`config.mk`:
```
export PLATFORM = sky130hd
export DESIGN_NAME = flash_cmd_decoder
export DESIGN_NICKNAME = d
export VERILOG_FILES = /design/src/rtl/flash_cmd_pkg.sv /design/src/rtl/fcd_seq_fsm.sv /design/src/rtl/fcd_req_reg.sv /design/src/rtl/fcd_read_mux.sv /design/src/rtl/flash_cmd_decoder.sv
export SDC_FILE = /design/constraint.sdc
export NUM_CORES = 1
export LEC_CHECK = 0
export CAP_MARGIN = 20
export CORE_UTILIZATION = 45
export CTS_CLUSTER_DIAMETER = 100
export DETAILED_ROUTE_END_ITERATION = 12
export GPL_TIMING_DRIVEN = 0
export PLACE_DENSITY = 0.91
export SLEW_MARGIN = 30
export SYNTH_ARGS = -nofsm -noshare
export SYNTH_HDL_FRONTEND = slang
export SYNTH_HIERARCHICAL = 1
export SYNTH_SLANG_ARGS = --single-unit
```
`constraint.sdc`:
```
create_clock -name clk -period 3.55 [get_ports clk]
set_clock_uncertainty 0.15 [all_clocks]
set_input_delay 0.71 -clock clk [delete_from_list [all_inputs] [get_ports clk]]
set_output_delay 0.71 -clock clk [all_outputs]
set_load 0.02 [all_outputs]
```
`src/rtl/flash_cmd_pkg.sv`:
```
package flash_cmd_pkg;

    localparam int ADDR_W = 18;
    localparam int DATA_W = 8;
    localparam int CMP_W  = 15;
    localparam int SECT_W = 3;
    localparam int N_REQ  = 4;

    localparam logic [CMP_W-1:0] UNLK_A = 15'h5555;
    localparam logic [CMP_W-1:0] UNLK_B = 15'h2AAA;

    localparam logic [DATA_W-1:0] K_FIRST  = 8'hAA;
    localparam logic [DATA_W-1:0] K_SECOND = 8'h55;
    localparam logic [DATA_W-1:0] K_PROG   = 8'hA0;
    localparam logic [DATA_W-1:0] K_ERASE  = 8'h80;
    localparam logic [DATA_W-1:0] K_CHIP   = 8'h10;
    localparam logic [DATA_W-1:0] K_SECT   = 8'h30;
    localparam logic [DATA_W-1:0] K_LOCK   = 8'h40;
    localparam logic [DATA_W-1:0] K_IDIN   = 8'h90;
    localparam logic [DATA_W-1:0] K_IDOUT  = 8'hF0;

    localparam logic [ADDR_W-1:0] BASE_S1 = 18'h20000;
    localparam logic [ADDR_W-1:0] BASE_S2 = 18'h38000;
    localparam logic [ADDR_W-1:0] BASE_S3 = 18'h3A000;
    localparam logic [ADDR_W-1:0] BASE_S4 = 18'h3C000;
    localparam logic [SECT_W-1:0] SEC_BOOT = 3'd4;

    typedef enum logic [2:0] {
        ST_IDLE, ST_U1, ST_U2, ST_PROG, ST_E3, ST_E4, ST_E5
    } seq_state_e;

    typedef enum logic [2:0] {
        EV_NONE, EV_PROG, EV_CHIP, EV_SECT, EV_LOCK, EV_ID_IN, EV_ID_OUT, EV_ABORT
    } cmd_ev_e;

    function automatic logic [SECT_W-1:0] sector_of(input logic [ADDR_W-1:0] a);
        if (a >= BASE_S4)      return 3'd4;
        else if (a >= BASE_S3) return 3'd3;
        else if (a >= BASE_S2) return 3'd2;
        else if (a >= BASE_S1) return 3'd1;
        else                   return 3'd0;
    endfunction

    // pulse bit order: 0 program, 1 chip erase, 2 sector erase, 3 lock
    function automatic cmd_ev_e pulse_kind(input int unsigned idx);
        case (idx)
            0:       return EV_PROG;
            1:       return EV_CHIP;
            2:       return EV_SECT;
            default: return EV_LOCK;
        endcase
    endfunction

    function automatic logic is_launch(input cmd_ev_e ev);
        return (ev == EV_PROG) || (ev == EV_CHIP) || (ev == EV_SECT) || (ev == EV_LOCK);
    endfunction

endpackage

```
`src/rtl/fcd_seq_fsm.sv`:
```
module fcd_seq_fsm
    import flash_cmd_pkg::*;
(
    input  logic              clk,
    input  logic              rst,
    input  logic              wr_en,
    input  logic              busy,
    input  logic [ADDR_W-1:0] wr_addr,
    input  logic [DATA_W-1:0] wr_data,
    input  logic              lock_q,
    output seq_state_e        state,
    output cmd_ev_e           cmd_ev
);

    seq_state_e       nxt;
    logic [CMP_W-1:0] cmp_a;
    logic             hit_a;
    logic             hit_b;
    logic             boot_hit;

    assign cmp_a    = wr_addr[CMP_W-1:0];
    assign hit_a    = (cmp_a == UNLK_A);
    assign hit_b    = (cmp_a == UNLK_B);
    assign boot_hit = (sector_of(wr_addr) == SEC_BOOT);

    always_comb begin
        nxt    = state;
        cmd_ev = EV_NONE;
        if (wr_en && !busy) begin
            nxt    = ST_IDLE;
            cmd_ev = EV_ABORT;
            case (state)
                ST_IDLE: if (hit_a && wr_data == K_FIRST) begin
                    nxt = ST_U1; cmd_ev = EV_NONE;
                end
                ST_U1: if (hit_b && wr_data == K_SECOND) begin
                    nxt = ST_U2; cmd_ev = EV_NONE;
                end
                ST_U2: if (hit_a) begin
                    case (wr_data)
                        K_PROG:  begin nxt = ST_PROG; cmd_ev = EV_NONE; end
                        K_ERASE: begin nxt = ST_E3;   cmd_ev = EV_NONE; end
                        K_IDIN:  cmd_ev = EV_ID_IN;
                        K_IDOUT: cmd_ev = EV_ID_OUT;
                        default: cmd_ev = EV_ABORT;
                    endcase
                end
                ST_PROG: cmd_ev = EV_PROG;
                ST_E3: if (hit_a && wr_data == K_FIRST) begin
                    nxt = ST_E4; cmd_ev = EV_NONE;
                end
                ST_E4: if (hit_b && wr_data == K_SECOND) begin
                    nxt = ST_E5; cmd_ev = EV_NONE;
                end
                ST_E5: begin
                    if (wr_data == K_SECT) begin
                        if (!(boot_hit && lock_q)) cmd_ev = EV_SECT;
                    end else if (hit_a && wr_data == K_CHIP) begin
                        cmd_ev = EV_CHIP;
                    end else if (hit_a && wr_data == K_LOCK) begin
                        cmd_ev = EV_LOCK;
                    end
                end
                default: cmd_ev = EV_ABORT;
            endcase
        end
    end

    always_ff @(posedge clk) begin
        if (rst) state <= ST_IDLE;
        else     state <= nxt;
    end

endmodule

```
`src/rtl/fcd_req_reg.sv`:
```
module fcd_req_reg
    import flash_cmd_pkg::*;
(
    input  logic              clk,
    input  logic              rst,
    input  cmd_ev_e           cmd_ev,
    input  logic [ADDR_W-1:0] wr_addr,
    input  logic [DATA_W-1:0] wr_data,
    output logic [N_REQ-1:0]  pulse_q,
    output logic [ADDR_W-1:0] req_addr,
    output logic [DATA_W-1:0] req_data,
    output logic [SECT_W-1:0] req_sector,
    output logic              lock_q,
    output logic              id_q
);

    for (genvar g = 0; g < N_REQ; g++) begin : g_pulse
        always_ff @(posedge clk) begin
            if (rst) pulse_q[g] <= 1'b0;
            else     pulse_q[g] <= (cmd_ev == pulse_kind(g));
        end
    end

    always_ff @(posedge clk) begin
        if (rst) begin
            req_addr   <= '0;
            req_data   <= '0;
            req_sector <= '0;
        end else if (is_launch(cmd_ev)) begin
            req_addr   <= wr_addr;
            req_data   <= wr_data;
            req_sector <= sector_of(wr_addr);
        end
    end

    always_ff @(posedge clk) begin
        if (rst) begin
            lock_q <= 1'b0;
            id_q   <= 1'b0;
        end else begin
            if (cmd_ev == EV_LOCK) lock_q <= 1'b1;
            case (cmd_ev)
                EV_NONE:  id_q <= id_q;
                EV_ID_IN: id_q <= 1'b1;
                default:  id_q <= 1'b0;
            endcase
        end
    end

endmodule

```
`src/rtl/fcd_read_mux.sv`:
```
module fcd_read_mux
    import flash_cmd_pkg::*;
#(
    parameter logic [DATA_W-1:0] MFR_ID = 8'hDA,
    parameter logic [DATA_W-1:0] DEV_ID = 8'h0B
) (
    input  logic              id_mode,
    input  logic              lock_q,
    input  logic [1:0]        rd_offset,
    input  logic [DATA_W-1:0] array_rdata,
    output logic [DATA_W-1:0] rd_data
);

    always_comb begin
        if (!id_mode) begin
            rd_data = array_rdata;
        end else begin
            case (rd_offset)
                2'd0:    rd_data = MFR_ID;
                2'd1:    rd_data = DEV_ID;
                2'd2:    rd_data = {{(DATA_W-1){1'b0}}, lock_q};
                default: rd_data = '0;
            endcase
        end
    end

endmodule

```
`src/rtl/flash_cmd_decoder.sv`:
```
module flash_cmd_decoder
    import flash_cmd_pkg::*;
#(
    parameter logic [DATA_W-1:0] MFR_ID = 8'hDA,
    parameter logic [DATA_W-1:0] DEV_ID = 8'h0B
) (
    input  logic              clk,
    input  logic              rst,
    input  logic              wr_en,
    input  logic [ADDR_W-1:0] wr_addr,
    input  logic [DATA_W-1:0] wr_data,
    input  logic              busy,
    input  logic [1:0]        rd_offset,
    input  logic [DATA_W-1:0] array_rdata,
    output logic [DATA_W-1:0] rd_data,
    output logic              prog_req,
    output logic              chip_erase_req,
    output logic              sector_erase_req,
    output logic              lock_req,
    output logic [ADDR_W-1:0] req_addr,
    output logic [DATA_W-1:0] req_data,
    output logic [SECT_W-1:0] req_sector,
    output logic              id_mode,
    output logic              lock_status
);

    seq_state_e       seq_state;
    cmd_ev_e          cmd_ev;
    logic [N_REQ-1:0] pulse_q;

    fcd_seq_fsm u_fsm (
        .clk     (clk),
        .rst     (rst),
        .wr_en   (wr_en),
        .busy    (busy),
        .wr_addr (wr_addr),
        .wr_data (wr_data),
        .lock_q  (lock_status),
        .state   (seq_state),
        .cmd_ev  (cmd_ev)
    );

    fcd_req_reg u_req (
        .clk        (clk),
        .rst        (rst),
        .cmd_ev     (cmd_ev),
        .wr_addr    (wr_addr),
        .wr_data    (wr_data),
        .pulse_q    (pulse_q),
        .req_addr   (req_addr),
        .req_data   (req_data),
        .req_sector (req_sector),
        .lock_q     (lock_status),
        .id_q       (id_mode)
    );

    fcd_read_mux #(
        .MFR_ID (MFR_ID),
        .DEV_ID (DEV_ID)
    ) u_rd (
        .id_mode     (id_mode),
        .lock_q      (lock_status),
        .rd_offset   (rd_offset),
        .array_rdata (array_rdata),
        .rd_data     (rd_data)
    );

    assign prog_req         = pulse_q[0];
    assign chip_erase_req   = pulse_q[1];
    assign sector_erase_req = pulse_q[2];
    assign lock_req         = pulse_q[3];

endmodule

```
* Word level (Yosys, flattened, before mapping)
Index checks and enable logic that the tools add are counted.
W data, S select, Z words.
** Word-level totals
- Register bits :: 38
- Word-level logic and storage cells :: 79
- Output and inout bits :: 43
- Bits of input ports :: 40
** Cells by class
- Reductions and logical operators :: 16
- $lt $le $gt $ge :: 4
- Eq/ne operators :: 25
- Multiplexer cells :: 24
** Operator list (count)
- $ge A18 B18 Y1 const B :: 4
- $eq A8 B8 Y1 const B :: 5
- $mux W3 :: 12
- $pmux W3 S5 :: 2
- $pmux W8 S3 :: 1
- $eq A3 B3 Y1 const B :: 6
- $eq A8 B7 Y1 const B :: 2
- $eq A15 B14 Y1 const B :: 1
- $eq A15 B15 Y1 const B :: 1
- $eq A3 B2 Y1 const B :: 4
- $pmux W3 S3 :: 1
- $eq A8 B5 Y1 const B :: 1
- $eq A8 B6 Y1 const B :: 1
- $mux W8 :: 1
- $eq A3 B1 Y1 const B :: 2
- $logic_and A1 B1 Y1 :: 6
- $logic_not A3 Y1 :: 2
- $mux W2 :: 3
- $pmux W3 S2 :: 1
- $reduce_or A2 Y1 :: 3
- $logic_or A1 B1 Y1 :: 3
- $eq A2 B1 Y1 const B :: 1
- $eq A2 B2 Y1 const B :: 1
- $logic_not A2 Y1 :: 1
- other kinds (3) :: 4

* Logic depth before layout (Yosys ltp)
Gate-level depths: netlist (run 1).
- Word-level depth :: 15
- Gate-level depth with buffers :: 12
- Gate-level depth less buffers :: 8

* Cells and area by module
The synthesis (run 1) kept the hierarchy.
** By module, submodules not included
- fcd_req_reg :: times used 1, area each 1582.8 um^2, cells each 158, sequential area each 700.7 um^2
- fcd_seq_fsm :: times used 1, area each 546.8 um^2, cells each 77, sequential area each 60.1 um^2
- fcd_read_mux :: times used 1, area each 113.9 um^2, cells each 19, sequential area each 0.0 um^2

* Worst setup path before layout (run 1)
OpenSTA, ideal clock, no wires.
- Path kind :: input -> register
- Start point :: in wr_addr[2]
- End point :: reg u_req.req_addr[0]
- Arrival :: 2.902 ns
- Cell stages on the path :: 10
- Slack :: 0.355 ns
- Required time :: 3.257 ns
- Setup time :: 0.143 ns
- Buffers on the path :: 3
- Path through :: or3b_2 nor4_4 o32ai_1 a221o_1 buf_6 or3_4 buf_6 buf_6 nand3_2 a21oi_2
** On the way
- Longest elaborated chain between the ends :: 15
- Elaborated cells on any way between the ends :: 32
- Those cells by class :: order compare: 4; eq/ne: 7; mux: 13; reduce/logical: 8
** RTL lines
- from (decl) :: line flash_cmd_decoder.sv:10 : input logic [ADDR_W-1:0] wr_addr,
- $ge A18 B18 Y1 :: line flash_cmd_pkg.sv:40 : else if (a >= BASE_S1) return 3'd1;
- $mux W1 :: line flash_cmd_pkg.sv:40
- $mux W2 :: line flash_cmd_pkg.sv:39 : else if (a >= BASE_S2) return 3'd2;
- $mux W3 :: line flash_cmd_pkg.sv:38 : else if (a >= BASE_S3) return 3'd3;
- $mux W3 :: line flash_cmd_pkg.sv:37 : if (a >= BASE_S4) return 3'd4;
- $eq A3 B3 Y1 :: line fcd_seq_fsm.sv:24 : assign boot_hit = (sector_of(wr_addr) == SEC_BOOT);
- $logic_and A1 B1 Y1 :: line fcd_seq_fsm.sv:57 : if (!(boot_hit && lock_q)) cmd_ev = EV_SECT;
- $mux W3 :: line fcd_seq_fsm.sv:57
- $mux W3 :: line fcd_seq_fsm.sv:56 : if (wr_data == K_SECT) begin
- $pmux W3 S5 * :: line fcd_seq_fsm.sv:32 : case (state)
- $mux W3 * :: line fcd_seq_fsm.sv:29 : if (wr_en && !busy) begin
- via cmd_ev[2] :: line flash_cmd_decoder.sv:28 : cmd_ev_e cmd_ev;
- $eq A3 B1 Y1 / $eq A3 B2 Y1 (equally long branches) :: line flash_cmd_pkg.sv:55 : return (ev == EV_PROG) || (ev == EV_CHIP) || (ev == EV_SECT) || (ev == EV_LOCK);
- $logic_or A1 B1 Y1 (2 in series) :: line flash_cmd_pkg.sv:55
- $logic_or A1 B1 Y1 * :: line flash_cmd_pkg.sv:55
- to (signal assigned) :: line fcd_req_reg.sv:30 : req_addr <= wr_addr;
- to (decl) :: line fcd_req_reg.sv:10 : output logic [ADDR_W-1:0] req_addr,
Mark *: on every way through the listed nets, which the timed path passes. The rest lies on a longest branch.
A chain may end at the register's enable or synchronous reset.

* Worst setup path after layout (run 1)
- Start point :: in wr_addr[8]
- End point :: reg u_req.req_data[0]
** On the way
- Longest elaborated chain between the ends :: 15
- Elaborated cells on any way between the ends :: 32
- Those cells by class :: order compare: 4; eq/ne: 7; mux: 13; reduce/logical: 8
** RTL lines
- $ge A18 B18 Y1 :: line flash_cmd_pkg.sv:40
- $mux W1 :: line flash_cmd_pkg.sv:40
- $mux W2 :: line flash_cmd_pkg.sv:39
- $mux W3 :: line flash_cmd_pkg.sv:38
- $mux W3 :: line flash_cmd_pkg.sv:37
- $eq A3 B3 Y1 :: line fcd_seq_fsm.sv:24
- $logic_and A1 B1 Y1 :: line fcd_seq_fsm.sv:57
- $mux W3 :: line fcd_seq_fsm.sv:57
- $mux W3 :: line fcd_seq_fsm.sv:56
- $pmux W3 S5 * :: line fcd_seq_fsm.sv:32
- $mux W3 * :: line fcd_seq_fsm.sv:29
- via cmd_ev[2] :: line flash_cmd_decoder.sv:28
- $eq A3 B1 Y1 / $eq A3 B2 Y1 (equally long branches) :: line flash_cmd_pkg.sv:55
- $logic_or A1 B1 Y1 (2 in series) :: line flash_cmd_pkg.sv:55
- $logic_or A1 B1 Y1 * :: line flash_cmd_pkg.sv:55
- to (signal assigned) :: line fcd_req_reg.sv:31 : req_data <= wr_data;
- to (decl) :: line fcd_req_reg.sv:11 : output logic [DATA_W-1:0] req_data,
Marks and branches as above.

==> reports/metrics.cfg, run 1 <==
[setup_path]
path_cells = clkdlybuf4s50_1 > nor4bb_1 > nand4_1 > nor2_2 > o32ai_2 > a221o_1 > buf_6 > or3_4 > buf_6 > buf_6 > nand3_2 > a21oi_2
slowest_delay_ns = 0.51
crit_path_end_kind = flip-flop
cpMostUsedCell = buf_6
path_max_fanout = 10
reg2reg_slack_ns = 0.68
crit_buf_inv = 4
critPathTopFamily = simple AND/OR/NAND/NOR gates
worstRegToRegCells = 12
critPathLaunchType = input port
worstSetupPathType = in2reg
critPathSlowestCell = clkdlybuf4s50_1
reg2reg_from = u_fsm/state[1]$_SDFFE_PP0P_
crit_required_ns = 3.55
timing.rr.end = u_req/req_data[0]$_SDFFE_PP0P_
arrival_ns = 3.52

[sta]
worstMarginPinSlew_ns = 0.705
min_period_ns = 3.52
setup_violations = 0
timing.final.crit_share_pct = 99.3
max_freq_mhz = 284
hold_violations = 0
tns_ns = 0
slew_violations = 0
slew_headroom_pct = 53.0

[drt]
drtAntennaViolNets = 0
vias = 2403
drcViolationCount = 0
wl_per_cell_um = 16.7
via_per_inst = 5.80
drt_first_pass_iters = 5
drt_iter0_drc = 317
wirelength_um = 6900

[synth]
synth_enable_flop_cells = 0
synth_top_area_share_pct = 33.9
synth_warnings = 6
synth.most_common_cell = dfxtp_1
syn_nets = 294
synthArstFlopShare_pct = 0
synthTopCellsByCount = dfxtp_1 (38), o21ai_0 (34), a21oi_2 (20), nand3_2 (20), a21oi_1 (11)
netlist_area_um2 = 2240
avgSynthCellArea_um2 = 8.83
yosysUniqueCellTypes = 54
synth_top_area_cell = dfxtp_1
synth_ff_type = dfxtp_1
synth_area_leaders = dfxtp_1 (34%), nand3_2 (8.9%), a21oi_2 (7.8%), o21ai_0 (7.6%), buf_6 (3.5%)
netlist_instances = 254
ys_seq_area_share_pct = 33.9
ys_ff_latch = 38

[min_path]
holdPathEnd = u_req/req_sector[0]$_SDFFE_PP0P_
min_delay_path_depth = 2
hold_path_class = reg2reg
hp-start = u_req/req_sector[0]$_SDFFE_PP0P_

[power_and_ir_drop]
p_int_w = 0.000825
p_seq_share_pct = 40.4
p_sw_w = 0.000325
switching_share_pct = 28.2
total_power_w = 0.00115
ir_drop_mv = 0.315
clkPwrFrac_pct = 32.6
comb_power_share_pct = 27.1
p_per_area_nw_per_um2 = 345
p_leak_nw = 1.22

[finish]
syn_to_final_growth_pct = 48.6
fin_nets = 387
utilization_pct = 70.1
insertedDiodeCount = 0
drive_above_1_share_pct = 24.8
final_area_um2 = 3330

[placed_design]
io_buffers = 82
place_area_um2 = 3150
place_congestion = 0.928
hpwl_um = 4910

[floorplanning]
initial_utilization_pct = 47.2
die-area_um2 = 5270
ioPinCount = 83
die_w_um = 72.6
rows = 25
chipHeight_um = 72.6
coreArea_um2 = 4750

[clock_network]
cts_sinks = 38
cts_tree = done
h-tree-depth = 2
cts_root_buffer = clkbuf_8
numCtsBuffers = 5
clock_path_buffers = 2
path_clk_slew_ns = 0.07
insertion_delay_ns = 0.29
cts_hold_buf = 0

[outcome]
status = complete, no violations

[global_route]
grt_overflow = 0
grt_pass1_wl_um = 10600
grt_max_degree = 12
grt_antenna_before_repair = 0
grt_pass1_vias = 2243
grt_use_total_pct = 25.8

[job]
max_cap_viol_count = 0

==> final cells by class <==
class                      count  area (um^2)
buffer                        22          168
clock buffer                   6         82.6
clock inverter                 1         30.0
fill                         364         1420
inverter                      10         37.5
multi-input combinational    184         1320
sequential                    38          761
tap                           67         83.8
timing repair buffer          86          851
==> power by group through the flow <==
stage / clock (W) / combinational (W) / sequential (W)
3_3_place_gp: 0 / 0.000292 / 0.000473
4_1_cts: 0.000375 / 0.000303 / 0.000464
3_5_place_dp: 0 / 0.000299 / 0.000474
2_1_floorplan: 0 / 0.000127 / 0.000502
6_report: 0.000374 / 0.000311 / 0.000464
5_1_grt: 0.000399 / 0.000328 / 0.000466
==> routing by layer <==
| layer | vias to the layer above | wire [um] | part of all wire, % | GRT usage, % |
|---|---|---|---|---|
| li1 | 1113 | - | - | - |
| met1 | 1149 | 2920 | 42 | 32.4 |
| met2 | 125 | 3390 | 49 | 43.4 |
| met3 | 16 | 446 | 6.5 | 6.22 |
| met4 | 0 | 146 | 2.1 | 8.28 |
| met5 | - | 0 | 0 | 0 |
==> worst max path at each step <==
stage | startpoint | end | slack [ns] | depth (start not counted)
2_1_floorplan | wr_addr[2] | u_req/req_addr[0]$_SDFFE_PP0P_ | 0.35 | 10
3_3_place_gp | wr_addr[14] | u_req/req_data[7]$_SDFFE_PP0P_ | -0.43 | 12
3_5_place_dp | wr_addr[14] | u_req/req_addr[2]$_SDFFE_PP0P_ | -0.47 | 11
4_1_cts | wr_data[7] | u_req/req_data[7]$_SDFFE_PP0P_ | 0.03 | 11
5_1_grt | wr_addr[8] | u_req/req_data[0]$_SDFFE_PP0P_ | -0.06 | 12
6_report | wr_addr[8] | u_req/req_data[0]$_SDFFE_PP0P_ | 0.03 | 12
==> stage by stage <==
| stage | hold slack (ns) | setup WS [ns] | cells |
|---|---|---|---|
| global route | 0.362 | -0.0623 | 414 |
| CTS | 0.340 | 0.0308 | 411 |
| finish | 0.339 | 0.0255 | 414 |
| global placement | 0.324 | -0.426 | 403 |
| floorplan | 0.380 | 0.355 | 254 |
| detailed placement | 0.327 | -0.472 | 403 |
==> worst min-delay path, cell delays in order (launching register included) <==
cell and delay, ns:
dfxtp_1 0.32, o21ai_0 0.07, a21oi_1 0.06
==> cells by family (layout without fill, tap and decap cells) <==
logic type	Yosys count	count (layout)	synth area share, %
AND/OR/NAND/NOR	96	96	31.0
AO/OA/AOI/OAI	87	87	26.2
flip-flops	38	38	33.9
buffers and inverters	32	125	8.53
XOR/XNOR	1	1	0.390
==> flip-flops by register name, indices dropped and copies added (netlist names) <==
signal	flops
u_req/id_q	1
u_req/req_data	8
u_fsm/state	3
u_req/req_addr	18
u_req/lock_q	1
u_req/req_sector	3
u_req/pulse_q	4
==> what timing repair did <==
item,CTS,global route
endpoints found under the setup margin,26,22
buffers inserted,1,3
resized for setup,11,6
pin swaps,2,2
==> cell usage in the layout, fill, tap and decap left out, drive strengths merged, types with 3 or more instances in the layout <==
master         count
clkdlybuf4s50     78
nand2              9
o21ai             39
nand3             29
and4bb             3
nor3               6
inv               10
nand2b             5
buf               20
or3                3
nand4              7
clkbuf            12
nor2              10
nor2b              6
a21oi             31
dfxtp             38
(Power assumes the default switching activity.)
==> inputs of run 2 (changes only) <==
==> constraint.sdc (replaced) <==
create_clock -name clk -period 3.55 [get_ports clk]
set_clock_uncertainty 0.15 [all_clocks]
set_input_delay 0.71 -clock clk [delete_from_list [all_inputs] [get_ports clk]]
set_output_delay 0.71 -clock clk [all_outputs]
set_load 0.05 [all_outputs]
==> results of run 2 <==
The final DEF is identical to that of run 1. Status: complete, no violations.
Among the figures that moved: total power 0.00115 W -> 0.00122 W; worst IR drop on VDD 0.315 mV -> 0.316 mV
